### config.mk
export PLATFORM = sky130hd
export DESIGN_NAME = mem_dep_tracker
export DESIGN_NICKNAME = d
export VERILOG_FILES = /design/src/rtl/mdt_pkg.sv /design/src/rtl/mdt_cam.sv /design/src/rtl/mdt_oldest_pick.sv /design/src/rtl/mdt_stat_ctr.sv /design/src/rtl/mem_dep_tracker.sv
export SDC_FILE = /design/constraint.sdc
export NUM_CORES = 2
export LEC_CHECK = 0
export BUFFER_PORTS_ARGS = -buffer_cell sky130_fd_sc_hd__buf_2
export CORE_ASPECT_RATIO = 1.25
export CORE_MARGIN = 5
export CORE_UTILIZATION = 30
export CTS_BUF_LIST = sky130_fd_sc_hd__clkbuf_8
export DETAILED_ROUTE_END_ITERATION = 6
export MAX_ROUTING_LAYER = met4
export PLACE_DENSITY_LB_ADDON = 0.08
export SLEW_MARGIN = 5
export SYNTH_ARGS = -nofsm -noshare
export SYNTH_HDL_FRONTEND = slang
export SYNTH_SLANG_ARGS = --single-unit
### constraint.sdc
create_clock -name clk -period 49.7 [get_ports clk]
set_input_delay 4.97 -clock clk [delete_from_list [all_inputs] [get_ports clk]]
set_output_delay 4.97 -clock clk [all_outputs]
set_load 0.1 [all_outputs]
### src/rtl/mdt_pkg.sv
package mdt_pkg;

  typedef enum logic [3:0] {
    OP_NOP      = 4'd0,
    OP_INS      = 4'd1,
    OP_INS_NS   = 4'd2,
    OP_INS_BAR  = 4'd3,
    OP_REGS     = 4'd4,
    OP_NS_RDY   = 4'd5,
    OP_RESCHED  = 4'd6,
    OP_REPLAY   = 4'd7,
    OP_DONE     = 4'd8,
    OP_DONE_BAR = 4'd9,
    OP_SQUASH   = 4'd10
  } mdt_op_e;

  typedef enum logic [1:0] {
    K_LOAD    = 2'd0,
    K_STORE   = 2'd1,
    K_FULLBAR = 2'd2,
    K_WRBAR   = 2'd3
  } mdt_kind_e;

  // Sequence numbers never wrap inside a run, so plain magnitude is age.
  function automatic logic seq_younger(input logic [63:0] a, input logic [63:0] b);
    return a > b;
  endfunction

  // Ready-event stamps: a smaller stamp became ready earlier.
  function automatic logic stamp_earlier(input logic [63:0] a, input logic [63:0] b);
    return a < b;
  endfunction

  function automatic logic is_mem_kind(input logic [1:0] k);
    return (k == K_LOAD) || (k == K_STORE);
  endfunction

endpackage

### src/rtl/mdt_cam.sv
module mdt_cam #(
  parameter int N  = 8,
  parameter int W  = 16,
  parameter int IW = 3
) (
  input  logic [N-1:0]        live,
  input  logic [N-1:0][W-1:0] tags,
  input  logic [W-1:0]        key,
  output logic                hit,
  output logic [IW-1:0]       idx
);
  always_comb begin
    hit = 1'b0;
    idx = '0;
    for (int i = 0; i < N; i++) begin
      if (!hit && live[i] && tags[i] == key) begin
        hit = 1'b1;
        idx = IW'(i);
      end
    end
  end
endmodule

### src/rtl/mdt_oldest_pick.sv
module mdt_oldest_pick #(
  parameter int N  = 8,
  parameter int SW = 16,
  parameter int IW = 3
) (
  input  logic [N-1:0]         req,
  input  logic [N-1:0][SW-1:0] stamp,
  output logic                 found,
  output logic [IW-1:0]        idx,
  output logic [N-1:0]         onehot
);
  import mdt_pkg::*;
  logic [SW-1:0] best;
  always_comb begin
    found  = 1'b0;
    idx    = '0;
    best   = '0;
    for (int i = 0; i < N; i++) begin
      if (req[i] && (!found || stamp_earlier(64'(stamp[i]), 64'(best)))) begin
        found = 1'b1;
        idx   = IW'(i);
        best  = stamp[i];
      end
    end
    onehot = '0;
    if (found) onehot[idx] = 1'b1;
  end
endmodule

### src/rtl/mdt_stat_ctr.sv
module mdt_stat_ctr #(
  parameter int W = 16
) (
  input  logic         clk,
  input  logic         rst_n,
  input  logic         inc,
  output logic [W-1:0] value
);
  always_ff @(posedge clk) begin
    if (!rst_n)   value <= '0;
    else if (inc) value <= value + 1'b1;
  end
endmodule

### src/rtl/mem_dep_tracker.sv
module mem_dep_tracker #(
  parameter int ENTRIES = 8,
  parameter int SEQ_W   = 16,
  parameter int TID_W   = 1,
  parameter int PC_W    = 16,
  parameter int STAMP_W = 16,
  parameter int CNT_W   = 16
) (
  input  logic             clk,
  input  logic             rst_n,
  input  logic [3:0]       cmd_op,
  input  logic [1:0]       cmd_kind,
  input  logic [SEQ_W-1:0] cmd_seq,
  input  logic [TID_W-1:0] cmd_tid,
  input  logic [PC_W-1:0]  cmd_pc,
  input  logic             cmd_regs_rdy,
  output logic [PC_W-1:0]  pred_pc,
  input  logic [SEQ_W-1:0] pred_seq,
  output logic             tbl_full,
  output logic             rdy_valid,
  output logic [SEQ_W-1:0] rdy_seq,
  output logic [TID_W-1:0] rdy_tid,
  output logic             replay_miss,
  output logic             st_rpt_valid,
  output logic [PC_W-1:0]  st_rpt_pc,
  output logic [SEQ_W-1:0] st_rpt_seq,
  output logic [TID_W-1:0] st_rpt_tid,
  output logic             sq_fwd_valid,
  output logic [SEQ_W-1:0] sq_fwd_seq,
  output logic [TID_W-1:0] sq_fwd_tid,
  output logic [CNT_W-1:0] cnt_ins_ld,
  output logic [CNT_W-1:0] cnt_ins_st,
  output logic [CNT_W-1:0] cnt_wait_ld,
  output logic [CNT_W-1:0] cnt_wait_st
);
  import mdt_pkg::*;

  localparam int IDX_W = (ENTRIES > 1) ? $clog2(ENTRIES) : 1;

  // Entry table
  logic [ENTRIES-1:0]              tv, tregs, tmem, tns, twait, tpend, tresch;
  logic [ENTRIES-1:0][SEQ_W-1:0]   tseq;
  logic [ENTRIES-1:0][TID_W-1:0]   ttid;
  logic [ENTRIES-1:0][1:0]         tkind;
  logic [ENTRIES-1:0][IDX_W-1:0]   twidx;
  logic [ENTRIES-1:0][STAMP_W-1:0] tstamp;

  // Barrier tracking
  logic             ldb_act, stb_act;
  logic [SEQ_W-1:0] ldb_seq, stb_seq;
  logic [STAMP_W-1:0] stamp_ctr;

  mdt_op_e   op;
  mdt_kind_e kind;
  assign op   = mdt_op_e'(cmd_op);
  assign kind = mdt_kind_e'(cmd_kind);

  // Named internal events
  logic             c_hit, p_hit, f_found, dep, ins_ok, ins_req;
  logic [IDX_W-1:0] c_idx, p_idx, f_idx;
  logic [SEQ_W-1:0] prod_seq;
  logic [ENTRIES-1:0] kill, release_v, pick_req, pick_oh;
  logic             pick_found;
  logic [IDX_W-1:0] pick_idx;
  logic             ins_new_pend, ins_is_store;

  assign pred_pc = cmd_pc;

  mdt_cam #(.N(ENTRIES), .W(SEQ_W), .IW(IDX_W)) u_cmd_cam (
    .live(tv), .tags(tseq), .key(cmd_seq), .hit(c_hit), .idx(c_idx));

  always_comb begin
    if (kind == K_LOAD && ldb_act)       prod_seq = ldb_seq;
    else if (kind == K_STORE && stb_act) prod_seq = stb_seq;
    else                                 prod_seq = pred_seq;
  end

  mdt_cam #(.N(ENTRIES), .W(SEQ_W), .IW(IDX_W)) u_prod_cam (
    .live(tv), .tags(tseq), .key(prod_seq), .hit(p_hit), .idx(p_idx));

  assign dep = (prod_seq != '0) && p_hit;

  always_comb begin
    f_found = 1'b0;
    f_idx   = '0;
    for (int i = 0; i < ENTRIES; i++) begin
      if (!f_found && !tv[i]) begin
        f_found = 1'b1;
        f_idx   = IDX_W'(i);
      end
    end
  end

  assign tbl_full = &tv;
  assign ins_req  = ((op == OP_INS || op == OP_INS_NS) && is_mem_kind(cmd_kind)) ||
                    (op == OP_INS_BAR && !is_mem_kind(cmd_kind));
  assign ins_ok   = ins_req && f_found;
  assign ins_is_store = ins_ok && op != OP_INS_BAR && kind == K_STORE;
  assign ins_new_pend = (op == OP_INS) && !dep && cmd_regs_rdy;

  // Entries removed this cycle, and survivors whose producer goes away
  always_comb begin
    for (int i = 0; i < ENTRIES; i++) begin
      kill[i] = 1'b0;
      if ((op == OP_DONE || op == OP_DONE_BAR) && c_hit && c_idx == IDX_W'(i))
        kill[i] = 1'b1;
      if (op == OP_SQUASH && tv[i] && ttid[i] == cmd_tid &&
          seq_younger(64'(tseq[i]), 64'(cmd_seq)))
        kill[i] = 1'b1;
    end
    for (int i = 0; i < ENTRIES; i++)
      release_v[i] = tv[i] && twait[i] && !kill[i] && kill[twidx[i]];
  end

  assign pick_req = tpend & ~kill;

  mdt_oldest_pick #(.N(ENTRIES), .SW(STAMP_W), .IW(IDX_W)) u_pick (
    .req(pick_req), .stamp(tstamp), .found(pick_found), .idx(pick_idx), .onehot(pick_oh));

  always_ff @(posedge clk) begin
    if (!rst_n) begin
      tv <= '0; tregs <= '0; tmem <= '0; tns <= '0; twait <= '0;
      tpend <= '0; tresch <= '0;
      tseq <= '0; ttid <= '0; tkind <= '0; twidx <= '0; tstamp <= '0;
      ldb_act <= 1'b0; stb_act <= 1'b0; ldb_seq <= '0; stb_seq <= '0;
      stamp_ctr <= '0;
      rdy_valid <= 1'b0; rdy_seq <= '0; rdy_tid <= '0;
      replay_miss <= 1'b0;
      st_rpt_valid <= 1'b0; st_rpt_pc <= '0; st_rpt_seq <= '0; st_rpt_tid <= '0;
      sq_fwd_valid <= 1'b0; sq_fwd_seq <= '0; sq_fwd_tid <= '0;
    end else begin
      if (op != OP_NOP) stamp_ctr <= stamp_ctr + 1'b1;

      // Output stage: one operation per cycle
      rdy_valid <= pick_found;
      rdy_seq   <= tseq[pick_idx];
      rdy_tid   <= ttid[pick_idx];
      if (pick_found) tpend[pick_idx] <= 1'b0;

      // Removal, release and replay across the table
      for (int i = 0; i < ENTRIES; i++) begin
        if (kill[i]) begin
          tv[i] <= 1'b0; tpend[i] <= 1'b0; tresch[i] <= 1'b0; twait[i] <= 1'b0;
        end
        if (release_v[i]) begin
          twait[i] <= 1'b0;
          tmem[i]  <= 1'b1;
          if (tregs[i]) begin
            tpend[i]  <= 1'b1;
            tstamp[i] <= stamp_ctr;
          end
        end
        if (op == OP_REPLAY && tresch[i]) begin
          tpend[i]  <= 1'b1;
          tresch[i] <= 1'b0;
        end
      end

      // Single-entry commands
      if (op == OP_REGS && c_hit) begin
        tregs[c_idx] <= 1'b1;
        if (tmem[c_idx]) begin
          tpend[c_idx]  <= 1'b1;
          tstamp[c_idx] <= stamp_ctr;
        end
      end
      if (op == OP_NS_RDY && c_hit) begin
        tpend[c_idx]  <= 1'b1;
        tstamp[c_idx] <= stamp_ctr;
      end
      if (op == OP_RESCHED && c_hit) begin
        tresch[c_idx] <= 1'b1;
        tstamp[c_idx] <= stamp_ctr;
      end

      if (ins_ok) begin
        tv[f_idx]     <= 1'b1;
        tseq[f_idx]   <= cmd_seq;
        ttid[f_idx]   <= cmd_tid;
        tkind[f_idx]  <= cmd_kind;
        tregs[f_idx]  <= cmd_regs_rdy;
        tns[f_idx]    <= (op == OP_INS_NS);
        twait[f_idx]  <= (op == OP_INS) && dep;
        twidx[f_idx]  <= p_idx;
        tmem[f_idx]   <= (op == OP_INS) && !dep;
        tpend[f_idx]  <= ins_new_pend;
        tresch[f_idx] <= 1'b0;
        tstamp[f_idx] <= stamp_ctr;
      end

      // Barrier flags
      if (ins_ok && op == OP_INS_BAR) begin
        if (kind == K_FULLBAR) begin
          ldb_act <= 1'b1; ldb_seq <= cmd_seq;
        end
        stb_act <= 1'b1; stb_seq <= cmd_seq;
      end
      if (op == OP_DONE_BAR && c_hit) begin
        if (ldb_act && ldb_seq == cmd_seq) ldb_act <= 1'b0;
        if (stb_act && stb_seq == cmd_seq) stb_act <= 1'b0;
      end

      replay_miss  <= (op == OP_REPLAY) && !(c_hit && tresch[c_idx]);
      st_rpt_valid <= ins_is_store;
      st_rpt_pc    <= cmd_pc;
      st_rpt_seq   <= cmd_seq;
      st_rpt_tid   <= cmd_tid;
      sq_fwd_valid <= (op == OP_SQUASH);
      sq_fwd_seq   <= cmd_seq;
      sq_fwd_tid   <= cmd_tid;
    end
  end

  // Statistics
  logic inc_il, inc_is, inc_wl, inc_ws;
  assign inc_il = ins_ok && op != OP_INS_BAR && kind == K_LOAD;
  assign inc_is = ins_is_store;
  assign inc_wl = ins_ok && op == OP_INS && dep && kind == K_LOAD;
  assign inc_ws = ins_ok && op == OP_INS && dep && kind == K_STORE;

  mdt_stat_ctr #(.W(CNT_W)) u_c_il (.clk(clk), .rst_n(rst_n), .inc(inc_il), .value(cnt_ins_ld));
  mdt_stat_ctr #(.W(CNT_W)) u_c_is (.clk(clk), .rst_n(rst_n), .inc(inc_is), .value(cnt_ins_st));
  mdt_stat_ctr #(.W(CNT_W)) u_c_wl (.clk(clk), .rst_n(rst_n), .inc(inc_wl), .value(cnt_wait_ld));
  mdt_stat_ctr #(.W(CNT_W)) u_c_ws (.clk(clk), .rst_n(rst_n), .inc(inc_ws), .value(cnt_wait_st));

  // Assertions
  generate
    for (genvar g = 0; g < ENTRIES; g++) begin : g_chk
      // the normal path only pends an operation that is ready on both counts
      assert_ready_needs_both_R5: assert property (@(posedge clk) disable iff (!rst_n)
        ($rose(tpend[g]) && $past(cmd_op) != OP_REPLAY && $past(cmd_op) != OP_NS_RDY)
          |-> (tmem[g] && tregs[g]));
    end
  endgenerate

  assert_one_pick_R11: assert property (@(posedge clk) disable iff (!rst_n)
    $onehot0(pick_oh));

  assert_pick_pending_R11: assert property (@(posedge clk) disable iff (!rst_n)
    pick_found |-> tpend[pick_idx]);

  assert_full_drops_R12: assert property (@(posedge clk) disable iff (!rst_n)
    (tbl_full && (cmd_op == OP_INS || cmd_op == OP_INS_NS || cmd_op == OP_INS_BAR))
      |=> ($countones(tv) == $past($countones(tv))));

  assert_miss_from_replay_R10: assert property (@(posedge clk) disable iff (!rst_n)
    replay_miss |-> ($past(cmd_op) == OP_REPLAY));

  assert_store_report_R8: assert property (@(posedge clk) disable iff (!rst_n)
    st_rpt_valid |-> ($past(cmd_kind) == K_STORE));

  assert_squash_fwd_R9: assert property (@(posedge clk) disable iff (!rst_n)
    sq_fwd_valid |-> ($past(cmd_op) == OP_SQUASH));

  assert_bar_clear_match_R7: assert property (@(posedge clk) disable iff (!rst_n)
    $fell(stb_act) |-> ($past(cmd_op) == OP_DONE_BAR && $past(cmd_seq) == $past(stb_seq)));

endmodule

# After elaboration in Yosys (flattened, before gate mapping)
# Cells that the tools add are included.
classes:
  order_cmp: 29
  n_mux: 307
  eq_ne: 46
  n_reduce_logical: 199
  n_bitwise: 11
  n_addsub: 5
ops:
  columns: ["cell", "n"]
  rows:
  - ["$mux W128", 8]
  - ["$bwmux W128", 5]
  - ["$mux W16", 36]
  - ["$eq A16 B16 Y1", 18]
  - ["$mux W1", 193]
  - ["$logic_and A1 B1 Y1", 137]
  - ["$gt A16 B16 Y1", 8]
  - ["$mux W8", 16]
  - ["$lt A16 B16 Y1", 7]
  - ["$demux W16 S3", 2]
  - ["$add A16 B1 Y16 const B", 5]
  - ["$mux W3", 19]
  - ["$bmux W16 S3", 1]
  - ["$logic_not A1 Y1", 45]
  - ["$lt A3 B4 Y1 const B", 11]
  - ["$bwmux W8", 5]
  - ["$or A8 B8 Y8", 5]
  - ["$bmux W1 S3", 11]
  - ["$and A8 B8 Y8", 3]
  - ["$bwmux W24", 1]
  - ["$not A8 Y8", 3]
  - ["$eq A4 B3 Y1 const B", 4]
  - ["$reduce_bool A16 Y1", 1]
  - ["$eq A3 B3 Y1 const B", 4]
  - ["19 further kinds", 49]
totals:
  input_bits: 58
  elab_cells: 653
  reg_bits: 504
  output_inout_bits: 152

# Logic depth before layout (Yosys ltp)
logic_depth:
  word_depth: 87
  ltp_mapped: 100
  depth_no_buf: 86

# Cells and area by module
# From an unflattened synthesis, not the netlist that was laid out.
hier_totals:
  cells_unflattened: 3786
  area_unflattened_um2: 32766.4
by_module_without_submodules:
  columns: ["mod", "n_inst", "seq_area_each_um2", "area_per_inst_um2", "cells_each"]
  rows:
  - ["mem_dep_tracker", 1, 8808.4, 21724.6, 2462]
  - ["mdt_oldest_pick", 1, 0.0, 4650.7, 576]
  - ["mdt_cam", 2, 0.0, 1706.6, 208]
  - ["mdt_stat_ctr", 4, 320.3, 744.5, 83]

# Least setup slack after synthesis
# No wires, ideal clock.
synth_path:
  path_type: "input -> register"
  from: "input cmd_seq[15]"
  to: "register rdy_seq[14]"
  setup_time_ns: 0.134
  t_arrival_ns: 22.278
  required_time_ns: 49.566
  cell_stages: 90
  path_buffers: 15
  setup_slack_ns: 27.288
  cell_sequence: "clkbuf_1 > inv_1 > ha_1 > nand4_1 > nor4_1 > nor2_1 > o31a_1 > nor2_1 > clkbuf_1 > buf_1 > nand2_1 > ha_1 > o21ai_0 > a221oi_1 > o31ai_1 > a221o_1 > nand3_1 > clkbuf_1 > (+54 left out) > buf_2 > buf_2 > buf_4 > mux2_2 > ha_1 > a21oi_1 > nor2b_1 > o21ai_0 > nand2b_1 > a21oi_1 > nor2_1 > a2111oi_0 > o211a_1 > o21ai_2 > buf_2 > buf_2 > o211ai_1 > o221ai_1"
synth_between:
  elab_chain_len: 68
  word_cells_on_any_way: 147
  cone_classes: "order compare: 15; eq/ne: 15; mux: 54; bitwise: 2; reduce/logical: 61"
synth_rtl:
  columns: ["element", "line", "rtl"]
  rows:
  - ["start: declaration", "mem_dep_tracker.sv:13", "input logic [SEQ_W-1:0] cmd_seq,"]
  - ["$eq A16 B16 Y1", "mdt_cam.sv:16", "if (!hit && live[i] && tags[i] == key) begin"]
  - ["$logic_and A1 B1 Y1", "mdt_cam.sv:16", null]
  - ["$mux W1", "mdt_cam.sv:16", null]
  - ["$logic_not A1 Y1", "mdt_cam.sv:16", null]
  - ["$logic_and A1 B1 Y1 (2 in series)", "mdt_cam.sv:16", null]
  - ["$mux W1", "mdt_cam.sv:16", null]
  - ["$logic_not A1 Y1", "mdt_cam.sv:16", null]
  - ["$logic_and A1 B1 Y1 (2 in series)", "mdt_cam.sv:16", null]
  - ["(+50 left out)", null, null]
  - ["$logic_and A1 B1 Y1", "mdt_oldest_pick.sv:19", "if (req[i] && (!found || stamp_earlier(64'(stamp[i]), 64'(best)))) begin"]
  - ["$mux W16 / $mux W1 (equally long branches)", "mdt_oldest_pick.sv:19", null]
  - ["$lt A16 B16 Y1 / $logic_not A1 Y1 (equally long branches)", "mdt_pkg.sv:31, mdt_oldest_pick.sv:19", null]
  - ["$logic_or A1 B1 Y1", "mdt_oldest_pick.sv:19", null]
  - ["$logic_and A1 B1 Y1", "mdt_oldest_pick.sv:19", null]
  - ["$mux W3 *", "mdt_oldest_pick.sv:19", null]
  - ["$bmux W16 S3 *", "mem_dep_tracker.sv:136", "rdy_seq <= tseq[pick_idx];"]
  - ["$mux W16 (not written as such) *", "mem_dep_tracker.sv:136", null]
  - ["end signal: assignment", "mem_dep_tracker.sv:136", null]
  - ["end: declaration", "mem_dep_tracker.sv:21", "output logic [SEQ_W-1:0] rdy_seq,"]
# Every way passes the cells marked *; elsewhere a longest branch is shown, timed or not. The select of a mux whose other input is x is not followed.
# A chain may end at the register's enable or synchronous reset.

# Final worst setup path
layout_path:
  from: "input cmd_seq[12]"
  to: "register rdy_seq[5]"
# Same word-level chain as after synthesis.

==> metrics.cfg <==
[final_layout]
area_growth_pct = 13.89
nets = 4345
layout-drive-gt1-share_pct = 14.51
n_fill_cell = 11140
reg_top3 = tseq (128), tstamp (128), twidx (24)

[critical_path]
critPathCaptureType = register
r2r_start = tseq[11]
worstPathArrival_ns = 26.36
crit_type = input port to register
crit_path_top_delay_cell = nor4_1
start_kind = input port
slowest_delay_ns = 0.85
cp.required_ns = 50.34
crit_fanout = 46
worst_path_most_repeated_cell = a21oi_1
cp-startpoint = cmd_seq[12]

[yosys]
seq_area_frac_synth_pct = 32.03
ys_warn_count = 0
synth_enable_flop_cells = 0
syn_inst = 3899
syn_avg_cell_area_um2 = 8.080
ys.flop_type = dfxtp_1
syn_area_um2 = 31510
yosysUniqueCellTypes = 103
async_flop_share_pct = 0
synth_nets = 4195
synth_seq_cells = 504

[drt]
drtIter0Drc = 2249
vias = 29730
drc = 0
drt-pass1-iter-count = 6
drt_wl_total_mm = 148.2
ant_nets = 0
via_per_inst = 5.433
drt-wirelength-per-cell_um = 27.08

[global_routing]
grtUsageTotal_pct = 26.48
grt_max_degree = 122
antenna_found_initial = 5
grt-ovfl-total = 0
grt_pass1_vias = 28700
grt_pass1_wl_mm = 210.4

[clock_network]
h-tree-depth = 3
clkLatencyLatePin_ns = 0.84
cts.repair.resized = 0
cts-hold-fix-buffers = 0
cts_tree = done
cts-root-buf = clkbuf_8
ctsLongestPathBuffers = 3
cts_sinks = 504
post_cts_buffers = 0
cts.reportedPaths.clkPinSlew_ns = 0.06
numCtsBuffers = 95

[placed_design]
numPortBuffers = 209
gp_congestion = 1.023
post-dp-hpwl_mm = 111.5
preCtsSetupSlack_ns = 23.32

[hold_path]
hold_start = tseq[80]
min_path_type = register to register

[power]
power_leakage_nw = 14.12
powerDensity_nw_per_um2 = 26.12
vdd_drop_max_uv = 18.22

[sta]
slew-limit-headroom_pct = 8.449
fin_tns_setup_ns = 0
layout_setup_ws_ns = 23.98
maxSlewViolCount = 0
clock.fmax_mhz = 38.88
hold_viol_final = 0
rsz0062_at_grt = false
fin_crit_sh_pct = 51.75
worst_slew_pin_slew_ns = 1.361
fin_crit_ns = 25.72
finClkSkew_ns = 0.08187
setup_viol = 0

[job]
cap_viol_max_count = 0

[floorplanning]
io_pins = 210
die_x_um = 299.9
initial_core_util_pct = 30.10
die_area_um2 = 111600
rows = 133
core_um2 = 104700
die_height_um = 372.3

[status]
status = finished clean

cell families (layout without fill, tap and decap cells):
logic type	Yosys count	in the layout	share of synthesized area, %
AOI/OAI and AO/OA	739	739	14.68
xor gates and xnor gates	205	205	5.699
adders and majority gates	238	238	9.452
buffers and inverters	417	638	5.683
DFF	504	504	32.03
muxes	256	256	8.963
other	0	2	0
and+or+nand+nor	1540	1540	23.50
cells in the mapped netlist, drive strengths merged (62+ instances only):
| library cell | n | share of area (%) |
|---|---|---|
| a21oi | 306 | 4.9 |
| o21ai | 143 | 2.3 |
| mux2i | 182 | 5.8 |
| inv | 160 | 1.9 |
| nand2 | 612 | 7.3 |
| dfxtp | 504 | 32 |
| clkbuf | 170 | 2.0 |
| xnor2 | 143 | 4.0 |
| nor3 | 62 | 1.0 |
| xor2 | 62 | 1.7 |
| ha | 238 | 9.5 |
| nand3 | 88 | 1.5 |
| buf | 86 | 1.7 |
| nand4 | 101 | 2.1 |
| nor2 | 341 | 4.1 |
placed cells by master, fill, tap and decap left out, types with 15 or more instances in the layout:
cell type,synthesis,routed
and3_1,31,30
buf_2,39,208
or4_1,18,18
ha_1,238,238
a211o_1,18,18
buf_4,37,101
nand2b_1,34,34
xnor2_1,143,143
a21o_1,25,25
mux2_2,59,59
and2_1,40,39
nor3_1,60,57
mux4_2,15,15
nor2b_1,34,33
xor2_1,62,62
nand3_1,82,82
a31oi_1,38,38
nand2_1,610,610
dfxtp_1,504,504
or3_1,41,41
o211ai_1,23,23
o21a_1,24,24
nor4_1,53,50
inv_1,160,191
nor2_1,335,331
mux2i_1,182,182
a21oi_1,306,306
nand4_1,98,98
a211oi_1,37,36
clkbuf_8,0,117
o21ai_0,135,135
and4b_1,16,16
final timing paths:
| path | to | slack (ns) | cells after the start |
|---|---|---|---|
| max reg2reg | rdy_seq[5] | 28.31 | 85 |
| min reg2reg | tseq[80] | 0.46 | 2 |
| max | rdy_seq[5] | 23.98 | 87 |
| min | tseq[80] | 0.46 | 2 |
layer usage:
layer	global-route usage, %	vias to the layer above	share of wire (%)	wire length (um)
li1	-	14050	-	-
met1	28.83	14300	38	56660
met2	46.24	1012	50	73640
met3	3.256	368	4.7	6977
met4	16.16	0	7.4	10900
met5	-	-	0	0
per-stage QoR:
stage          util, %  instance area (um2)  hold slack [ns]  instances  power (mW)
6_report         34.28                35880           0.4611       5472      0.9371
2_1_floorplan        -                31510           0.4363       3899      0.4796
5_1_grt          34.28                35880           0.4929       5472      0.9756
4_1_cts          34.28                35880           0.4606       5470      0.9546
3_5_place_dp     32.39                33910           0.4526       5302      0.5099
3_3_place_gp     32.39                33910           0.4506       5302      0.5108
area by class of cell:
class                      count  area (um2)  area share, %
clock inverter                51       359.1          1.001
clock buffer                 117        1610          4.488
timing repair buffer         309        1799          5.014
tap                         1350        1689          4.707
antenna                        2       5.005        0.01395
inverter                     161       611.8          1.705
sequential                   504       10090          28.12
multi-input combinational   2978       19720          54.95
power breakdown:
group | switching [mW] | internal, mW | leakage [nW]
clock | 0.202 | 0.234 | 1.14
sequential | 0.00373 | 0.407 | 4.07
combinational | 0.0703 | 0.0205 | 8.92
worst max-delay path: cells and delay by family:
family | cells | cell delay (ns)
AO/OA/AOI/OAI | 44 | 9.71
adder cells (fa/ha/maj) | 8 | 2.32
buffers and inverters | 9 | 1.99
multiplexers | 4 | 1.55
AND/OR/NAND/NOR | 22 | 5.66
Power figures use the tool's default switching activity.
